### config.mk
export PLATFORM = sky130hd
export DESIGN_NAME = bank_mapper_irq
export DESIGN_NICKNAME = d
export VERILOG_FILES = /design/src/rtl/bmap_pkg.sv /design/src/rtl/bmap_regfile.sv /design/src/rtl/bmap_timer.sv /design/src/rtl/bank_mapper_irq.sv
export SDC_FILE = /design/constraint.sdc
export NUM_CORES = 1
export LEC_CHECK = 0
export CAP_MARGIN = 20
export CORE_MARGIN = 3
export CORE_UTILIZATION = 33
export CTS_CLUSTER_DIAMETER = 60
export DETAILED_ROUTE_END_ITERATION = 6
export DONT_BUFFER_PORTS = 1
export SLEW_MARGIN = 20
export SYNTH_ARGS = -nofsm -noshare
export SYNTH_HDL_FRONTEND = slang
export SYNTH_SLANG_ARGS = --single-unit
### constraint.sdc
create_clock -name clk -period 4.18 [get_ports clk]
set_input_delay 0.209 -clock clk [delete_from_list [all_inputs] [get_ports clk]]
set_output_delay 0.209 -clock clk [all_outputs]
set_load 0.005 [all_outputs]
### src/rtl/bmap_pkg.sv
package bmap_pkg;

  localparam int NUM_CHR  = 8;
  localparam int WINDOW_W = 14;
  localparam int TIMER_W  = 16;

  localparam logic [3:0] SEL_PRG    = 4'h8;
  localparam logic [3:0] SEL_MIRROR = 4'h9;
  localparam logic [3:0] SEL_TCTRL  = 4'hA;
  localparam logic [3:0] SEL_TLO    = 4'hB;
  localparam logic [3:0] SEL_THI    = 4'hC;
  localparam logic [3:0] SEL_SERIAL = 4'hD;

  typedef enum logic [1:0] {
    MIR_VERT  = 2'd0,
    MIR_HORZ  = 2'd1,
    MIR_ONE_A = 2'd2,
    MIR_ONE_B = 2'd3
  } mirror_e;

  // Writes are accepted anywhere from $6000 upward.
  function automatic logic in_reg_window(input logic [15:0] a);
    return a >= 16'h6000;
  endfunction

  // Reads of the serial line live in $6000-$7FFF.
  function automatic logic in_read_window(input logic [15:0] a);
    return a[15:13] == 3'b011;
  endfunction

  function automatic logic [7:0] serial_read_byte(input logic b);
    return {3'b000, b, 4'b0000};
  endfunction

  function automatic logic [TIMER_W-1:0] merge_byte(input logic [TIMER_W-1:0] old,
                                                    input logic [7:0] b,
                                                    input logic hi);
    return hi ? {b, old[7:0]} : {old[15:8], b};
  endfunction

  function automatic logic [TIMER_W-1:0] count_down(input logic [TIMER_W-1:0] c);
    return c - TIMER_W'(1);
  endfunction

endpackage

### src/rtl/bmap_regfile.sv
module bmap_regfile import bmap_pkg::*; #(
  parameter int PRG_BANK_W = 4,
  parameter int CHR_BANK_W = 8
) (
  input  logic                          clk,
  input  logic                          rst_n,
  input  logic                          wr_en,
  input  logic [3:0]                    sel,
  input  logic [7:0]                    wdata,
  output logic [NUM_CHR*CHR_BANK_W-1:0] chr_flat,
  output logic [PRG_BANK_W-1:0]         prg_bank,
  output mirror_e                       mirror,
  output logic                          scl,
  output logic                          sda
);

  logic wr_prg, wr_mirror, wr_serial, wr_spare;
  assign wr_prg    = wr_en && (sel == SEL_PRG);
  assign wr_mirror = wr_en && (sel == SEL_MIRROR);
  assign wr_serial = wr_en && (sel == SEL_SERIAL);
  assign wr_spare  = wr_en && (sel[3:1] == 3'b111);

  for (genvar g = 0; g < NUM_CHR; g++) begin : g_chr
    logic [CHR_BANK_W-1:0] bank_q;
    always_ff @(posedge clk or negedge rst_n) begin
      if (!rst_n)                         bank_q <= '0;
      else if (wr_en && sel == 4'(g))     bank_q <= wdata[CHR_BANK_W-1:0];
    end
    assign chr_flat[g*CHR_BANK_W +: CHR_BANK_W] = bank_q;
  end

  always_ff @(posedge clk or negedge rst_n) begin
    if (!rst_n) begin
      prg_bank <= '0;
      mirror   <= MIR_VERT;
      scl      <= 1'b1;
      sda      <= 1'b1;
    end else begin
      if (wr_prg)    prg_bank <= wdata[PRG_BANK_W-1:0];
      if (wr_mirror) mirror   <= mirror_e'(wdata[1:0]);
      if (wr_serial) begin
        scl <= wdata[5];
        sda <= wdata[6];
      end
    end
  end

  // spare selects leave every register alone
  p_spare_no_effect_r12: assert property (@(posedge clk) disable iff (!rst_n)
    wr_spare |=> ($stable(chr_flat) && $stable(prg_bank) && $stable(mirror)
                  && $stable(scl) && $stable(sda)));

  // serial lines only move on a serial-control write
  p_serial_hold_r9: assert property (@(posedge clk) disable iff (!rst_n)
    !wr_serial |=> ($stable(scl) && $stable(sda)));

  // mirroring only moves on its own write
  p_mirror_hold_r4: assert property (@(posedge clk) disable iff (!rst_n)
    !wr_mirror |=> $stable(mirror));

endmodule

### src/rtl/bmap_timer.sv
module bmap_timer import bmap_pkg::*; #(
  parameter bit LATCHED_RELOAD = 1'b1
) (
  input  logic       clk,
  input  logic       rst_n,
  input  logic       wr_ctrl,
  input  logic       wr_lo,
  input  logic       wr_hi,
  input  logic [7:0] wdata,
  output logic       irq
);

  logic               enabled;
  logic               pending;
  logic [TIMER_W-1:0] count;
  logic [TIMER_W-1:0] reload;

  // Named internal events for the checks below.
  logic byte_wr, direct_wr, latch_wr, tick_fire, zero_hit;
  assign byte_wr   = wr_lo || wr_hi;
  assign direct_wr = !LATCHED_RELOAD && byte_wr;
  assign latch_wr  = LATCHED_RELOAD && byte_wr;
  assign tick_fire = enabled && !wr_ctrl && !direct_wr;
  assign zero_hit  = tick_fire && (count == '0);

  always_ff @(posedge clk or negedge rst_n) begin
    if (!rst_n) begin
      enabled <= 1'b0;
      pending <= 1'b0;
      count   <= '0;
      reload  <= '0;
    end else begin
      if (wr_ctrl) begin
        enabled <= wdata[0];
        pending <= 1'b0;
        if (LATCHED_RELOAD) count <= reload;
      end else if (direct_wr) begin
        count <= merge_byte(count, wdata, wr_hi);
      end else if (tick_fire) begin
        if (count == '0) pending <= 1'b1;
        count <= count_down(count);
      end
      if (latch_wr) reload <= merge_byte(reload, wdata, wr_hi);
    end
  end

  assign irq = pending;

  // a zero seen on a tick raises pending on the next cycle
  p_zero_sets_pending_r7: assert property (@(posedge clk) disable iff (!rst_n)
    zero_hit |=> irq);

  // every tick takes one off the count, with wrap
  p_tick_decrements_r7: assert property (@(posedge clk) disable iff (!rst_n)
    tick_fire |=> (count == $past(count) - 16'd1));

  // control write acknowledges
  p_ctrl_clears_r5: assert property (@(posedge clk) disable iff (!rst_n)
    wr_ctrl |=> !irq);

  // pending is held until acknowledged
  p_irq_holds_r8: assert property (@(posedge clk) disable iff (!rst_n)
    irq && !wr_ctrl |=> irq);

  // disabled timer stays frozen
  p_frozen_when_off_r7: assert property (@(posedge clk) disable iff (!rst_n)
    !enabled && !wr_ctrl && !direct_wr |=> $stable(count));

  if (LATCHED_RELOAD) begin : g_latched_chk
    // control write loads the staged value
    p_latch_copy_r5: assert property (@(posedge clk) disable iff (!rst_n)
      wr_ctrl |=> (count == $past(reload)));
  end else begin : g_direct_chk
    // byte writes land in the counter
    p_direct_load_r6: assert property (@(posedge clk) disable iff (!rst_n)
      wr_lo && !wr_ctrl |=> (count[7:0] == $past(wdata)));
  end

endmodule

### src/rtl/bank_mapper_irq.sv
module bank_mapper_irq import bmap_pkg::*; #(
  parameter int PRG_BANK_W     = 4,
  parameter int CHR_BANK_W     = 8,
  parameter bit LATCHED_RELOAD = 1'b1
) (
  input  logic                          clk,
  input  logic                          rst_n,
  input  logic [15:0]                   cpu_addr,
  input  logic [7:0]                    cpu_wdata,
  input  logic                          cpu_we,
  output logic [7:0]                    cpu_rdata,
  output logic [PRG_BANK_W+13:0]        prg_rom_addr,
  output logic [NUM_CHR*CHR_BANK_W-1:0] chr_banks,
  output logic [1:0]                    mirror_mode,
  output logic                          irq,
  output logic                          eep_scl,
  output logic                          eep_sda,
  input  logic                          eep_dout
);

  localparam int PRG_ADDR_W = PRG_BANK_W + WINDOW_W;

  logic       reg_wr;
  logic [3:0] sel;
  assign reg_wr = cpu_we && in_reg_window(cpu_addr);
  assign sel    = cpu_addr[3:0];

  logic [PRG_BANK_W-1:0] prg_bank;
  logic [PRG_BANK_W-1:0] window_bank;
  mirror_e               mirror;

  bmap_regfile #(
    .PRG_BANK_W (PRG_BANK_W),
    .CHR_BANK_W (CHR_BANK_W)
  ) u_regs (
    .clk      (clk),
    .rst_n    (rst_n),
    .wr_en    (reg_wr),
    .sel      (sel),
    .wdata    (cpu_wdata),
    .chr_flat (chr_banks),
    .prg_bank (prg_bank),
    .mirror   (mirror),
    .scl      (eep_scl),
    .sda      (eep_sda)
  );

  bmap_timer #(
    .LATCHED_RELOAD (LATCHED_RELOAD)
  ) u_timer (
    .clk     (clk),
    .rst_n   (rst_n),
    .wr_ctrl (reg_wr && sel == SEL_TCTRL),
    .wr_lo   (reg_wr && sel == SEL_TLO),
    .wr_hi   (reg_wr && sel == SEL_THI),
    .wdata   (cpu_wdata),
    .irq     (irq)
  );

  // Upper 16 KB window is tied to the last bank.
  assign window_bank  = cpu_addr[14] ? '1 : prg_bank;
  assign prg_rom_addr = {window_bank, cpu_addr[WINDOW_W-1:0]};
  assign mirror_mode  = mirror;
  assign cpu_rdata    = in_read_window(cpu_addr) ? serial_read_byte(eep_dout) : 8'h00;

  // the upper window always shows the last bank
  p_fixed_window_r3: assert property (@(posedge clk) disable iff (!rst_n)
    cpu_addr[15:14] == 2'b11 |-> (prg_rom_addr[PRG_ADDR_W-1:WINDOW_W] == '1));

  // nothing is returned outside the read window
  p_rdata_quiet_r10: assert property (@(posedge clk) disable iff (!rst_n)
    cpu_addr[15:13] != 3'b011 |-> (cpu_rdata == 8'h00));

  // writes below the window never disturb the bank outputs
  p_low_write_ignored_r1: assert property (@(posedge clk) disable iff (!rst_n)
    cpu_we && cpu_addr < 16'h6000 |=> ($stable(chr_banks) && $stable(mirror_mode)));

endmodule

==> results_dict.tcl <==
set metrics [dict create \
    rsz0062_at_grt "no" \
    cap_viol_max_count 0 \
    clk_latency_ns 0.34 \
    die_h_um 123.7 \
    hp-class "in -> reg" \
    seq_power_share 0.557 \
    fill_cells 1280 \
    setup_viol 0 \
    fin_tns_setup_ns 0 \
    netlist_instances 345 \
    first_pass_iters 4 \
    fp.dieW_um 123.7 \
    status "completed" \
    synth_seq_cells 106 \
    finalHoldViolCount 0 \
    rows 42 \
    gp_congestion 0.7961 \
    wl_met1_um 3639 \
    swShare 0.2670 \
    clockBufferDepth 2 \
    grt_max_degree 107 \
    ioPinCount 123 \
    synthArstFlopShare 1.000 \
    p_sw_mw 0.7263 \
    p_int_mw 1.993 \
    grt_usage 0.1349 \
    areaGrowthSynthToFinish_pct 8.208 \
    fin_skew_ns 0.005129 \
    p_leak_nw 2.137 \
    p_comb_frac 0.138 \
    ir_drop_mv 0.2224 \
    final_nets 358 \
    synth_edf_count 0 \
    setup_ws_ns 2.343 \
    fin_crit_sh 0.4396 \
    vias 2552 \
    core_area_um2 13400 \
    hold_ws_ns 0.01734 \
    start_kind "flip-flop" \
    die_area_um2 15310 \
    post_cts_buffers 0 \
    yosysWarnings 0 \
    htree_levels 3 \
    wl_met2_um 4963 \
    cts-root-buf "clkbuf_16" \
    n_antenna_cell 0 \
    avgSynthCellArea_um2 13.26 \
    power-per-cell-area_nw_per_um2 549.6 \
    drive_gt1_frac 0.3533 \
    yosysSeqAreaShare 0.5806 \
    antenna_found_initial 0 \
    dp_hpwl_um 6818 \
    drcViolationCount 0 \
    wl_um 9870 \
    cts_tree "yes" \
    crit_path_end_kind "flip-flop" \
    drv_slew 0 \
    relSlewSlack 0.5594 \
    cp.required_ns 4.43 \
    pre_cts_ws_ns 2.325 \
    clkTransAtPathRegs_ns 0.07 \
    top_layer "met4" \
    port_buffers 0 \
    wl_per_cell_um 19.35 \
    tightest_slew_ns 0.6609 \
    grt_pass1_wl_um 15480 \
    fmax_ghz 0.5442 \
    yosys_most_used_dff "dfrtp_1" \
    synth.cell_area_um2 4573 \
    synth_cell_types 42 \
    antenna_left 0 \
    crit_arrival_ns 2.09 \
    avgViaCountPerCell 5.004 \
    drt_iter0_drc 107 \
    clkSinkCount 106 \
    cp_max_fo 6 \
    cts_buffers 9 \
    cts_resized 0 \
    critPathKind "reg -> reg" \
    period_minus_slack_ns 1.837 \
    clock_power_share 0.305 \
    initial_utilization 0.3413 \
    grt_pass1_vias 2781 \
    wl_met3_um 951 \
    grt.overflow.total 0 \
]
==> synthesized netlist by cell type, types with 2 or more instances <==
cell type	count	area share
dfrtp_1	104	0.57
mux2_2	87	0.21
nand2_1	22	0.018
buf_4	21	0.034
o21ai_0	14	0.015
nor2_1	12	0.0098
clkbuf_1	9	0.0074
xor2_1	9	0.017
nand3_1	6	0.0066
a31oi_1	5	0.0068
buf_2	4	0.0044
nand2b_1	4	0.0055
or2_2	4	0.0055
buf_1	3	0.0025
nand4b_1	3	0.0057
nor2_2	3	0.0041
or3_1	3	0.0041
and3_1	2	0.0027
dfstp_2	2	0.011
inv_1	2	0.0016
mux2_1	2	0.0049
nand4_1	2	0.0027
nor3_1	2	0.0022
nor3_2	2	0.0044
==> layout by cell type, fill, tap and decap left out, types with 2 or more instances in the layout <==
master / count
mux2_1: 2
or3_1: 3
dlygate4sd3_1: 3
dfstp_2: 2
xor2_1: 9
nand4b_1: 3
o21ai_0: 14
or2_2: 4
and3_1: 2
nor3_1: 2
nor2_1: 12
a31oi_1: 5
mux2_2: 87
dfrtp_1: 104
conb_1: 7
nand4_1: 2
clkbuf_16: 9
nand2_1: 22
nand3_1: 6
nand2b_1: 4
inv_1: 2
nor3_2: 2
nor2_2: 3
clkbuf_1: 2
==> power groups by stage <==
stage	logic (mW)	clock network, mW	registers, mW
after floorplan	0.339	0	1.46
after global placement	0.337	0	1.53
after detailed placement	0.355	0	1.54
after CTS	0.384	0.851	1.52
after global routing	0.427	0.902	1.56
final	0.376	0.829	1.51
==> sequential cells by signal (all words and copies together), names as in the netlist <==
register and cells:
u_regs.g_chr.bank_q 64, u_regs.mirror 2, u_regs.prg_bank 4, u_regs.scl 1
u_regs.sda 1, u_timer.count 16, u_timer.enabled 1, u_timer.irq 1
u_timer.reload 16
==> layout make-up <==
cell class	instances	area, um^2	share of cell area
clock inverter	4	51.30	0.01037
timing repair buffer	4	57.56	0.01163
tap	176	220.2	0.04450
sequential	106	2655	0.5365
inverter	2	7.507	0.001517
clock buffer	12	246.5	0.04981
multi-input combinational	206	1710	0.3456
==> stage by stage <==
stage                     total power, mW  instances  area (um^2)    util
after floorplan                     1.799        351         4596       -
after global placement              1.867        490         4593  0.3428
after detailed placement            1.891        490         4593  0.3428
after CTS                           2.755        509         4938  0.3685
after global routing                2.885        510         4949  0.3693
final                               2.720        510         4949  0.3693
==> path summary, 6_finish.rpt <==
check	start	to	cells past startpoint	slack [ns]
max	u_timer.count[0]	u_timer.count[12]	6	2.34
min	cpu_wdata[6]	u_regs.g_chr[5].bank_q[6]	1	0.02
max reg2reg	u_timer.count[0]	u_timer.count[12]	6	2.34
min reg2reg	u_timer.reload[10]	u_timer.count[10]	2	0.48
max in group asynchronous	rst_n	u_regs.prg_bank[0]	2	3.35
min in group asynchronous	rst_n	u_regs.g_chr[5].bank_q[1]	2	0.46
==> routing by layer <==
metal	up-vias	track usage
li1	1147	-
met1	1315	0.1456
met3	17	0.06312
met4	0	0.06436
met2	73	0.2234
met5	-	0
==> what timing repair did <==
| action | in CTS | in global routing |
|---|---|---|
| hold buffers | 3 | 1 |
| hold endpoints to repair | 109 | 1 |
| endpoints found under the setup margin | 0 | 0 |
==> worst max-delay path, cell delays in order, from the launching register on <==
cell and delay, ns:
dfrtp_1 0.41, inv_1 0.07, ha_1 0.15, nor3b_2 0.29, nand4b_2 0.22, or4_1 0.43, a31oi_1 0.18
==> cells by family (layout without fill, tap and decap cells) <==
| family | Yosys count | count (layout) | share of synthesized area |
|---|---|---|---|
| fa+ha+maj | 1 | 1 | 0.002736 |
| buf+inv | 39 | 22 | 0.05034 |
| xor+xnor | 10 | 10 | 0.01915 |
| flops | 106 | 106 | 0.5806 |
| other cells | 1 | 7 | 0.0008200 |
| simple gates | 77 | 77 | 0.1001 |
| compound gates | 22 | 22 | 0.02709 |
| mux | 89 | 89 | 0.2192 |
No activity file was read; power rests on OpenSTA's default activity.
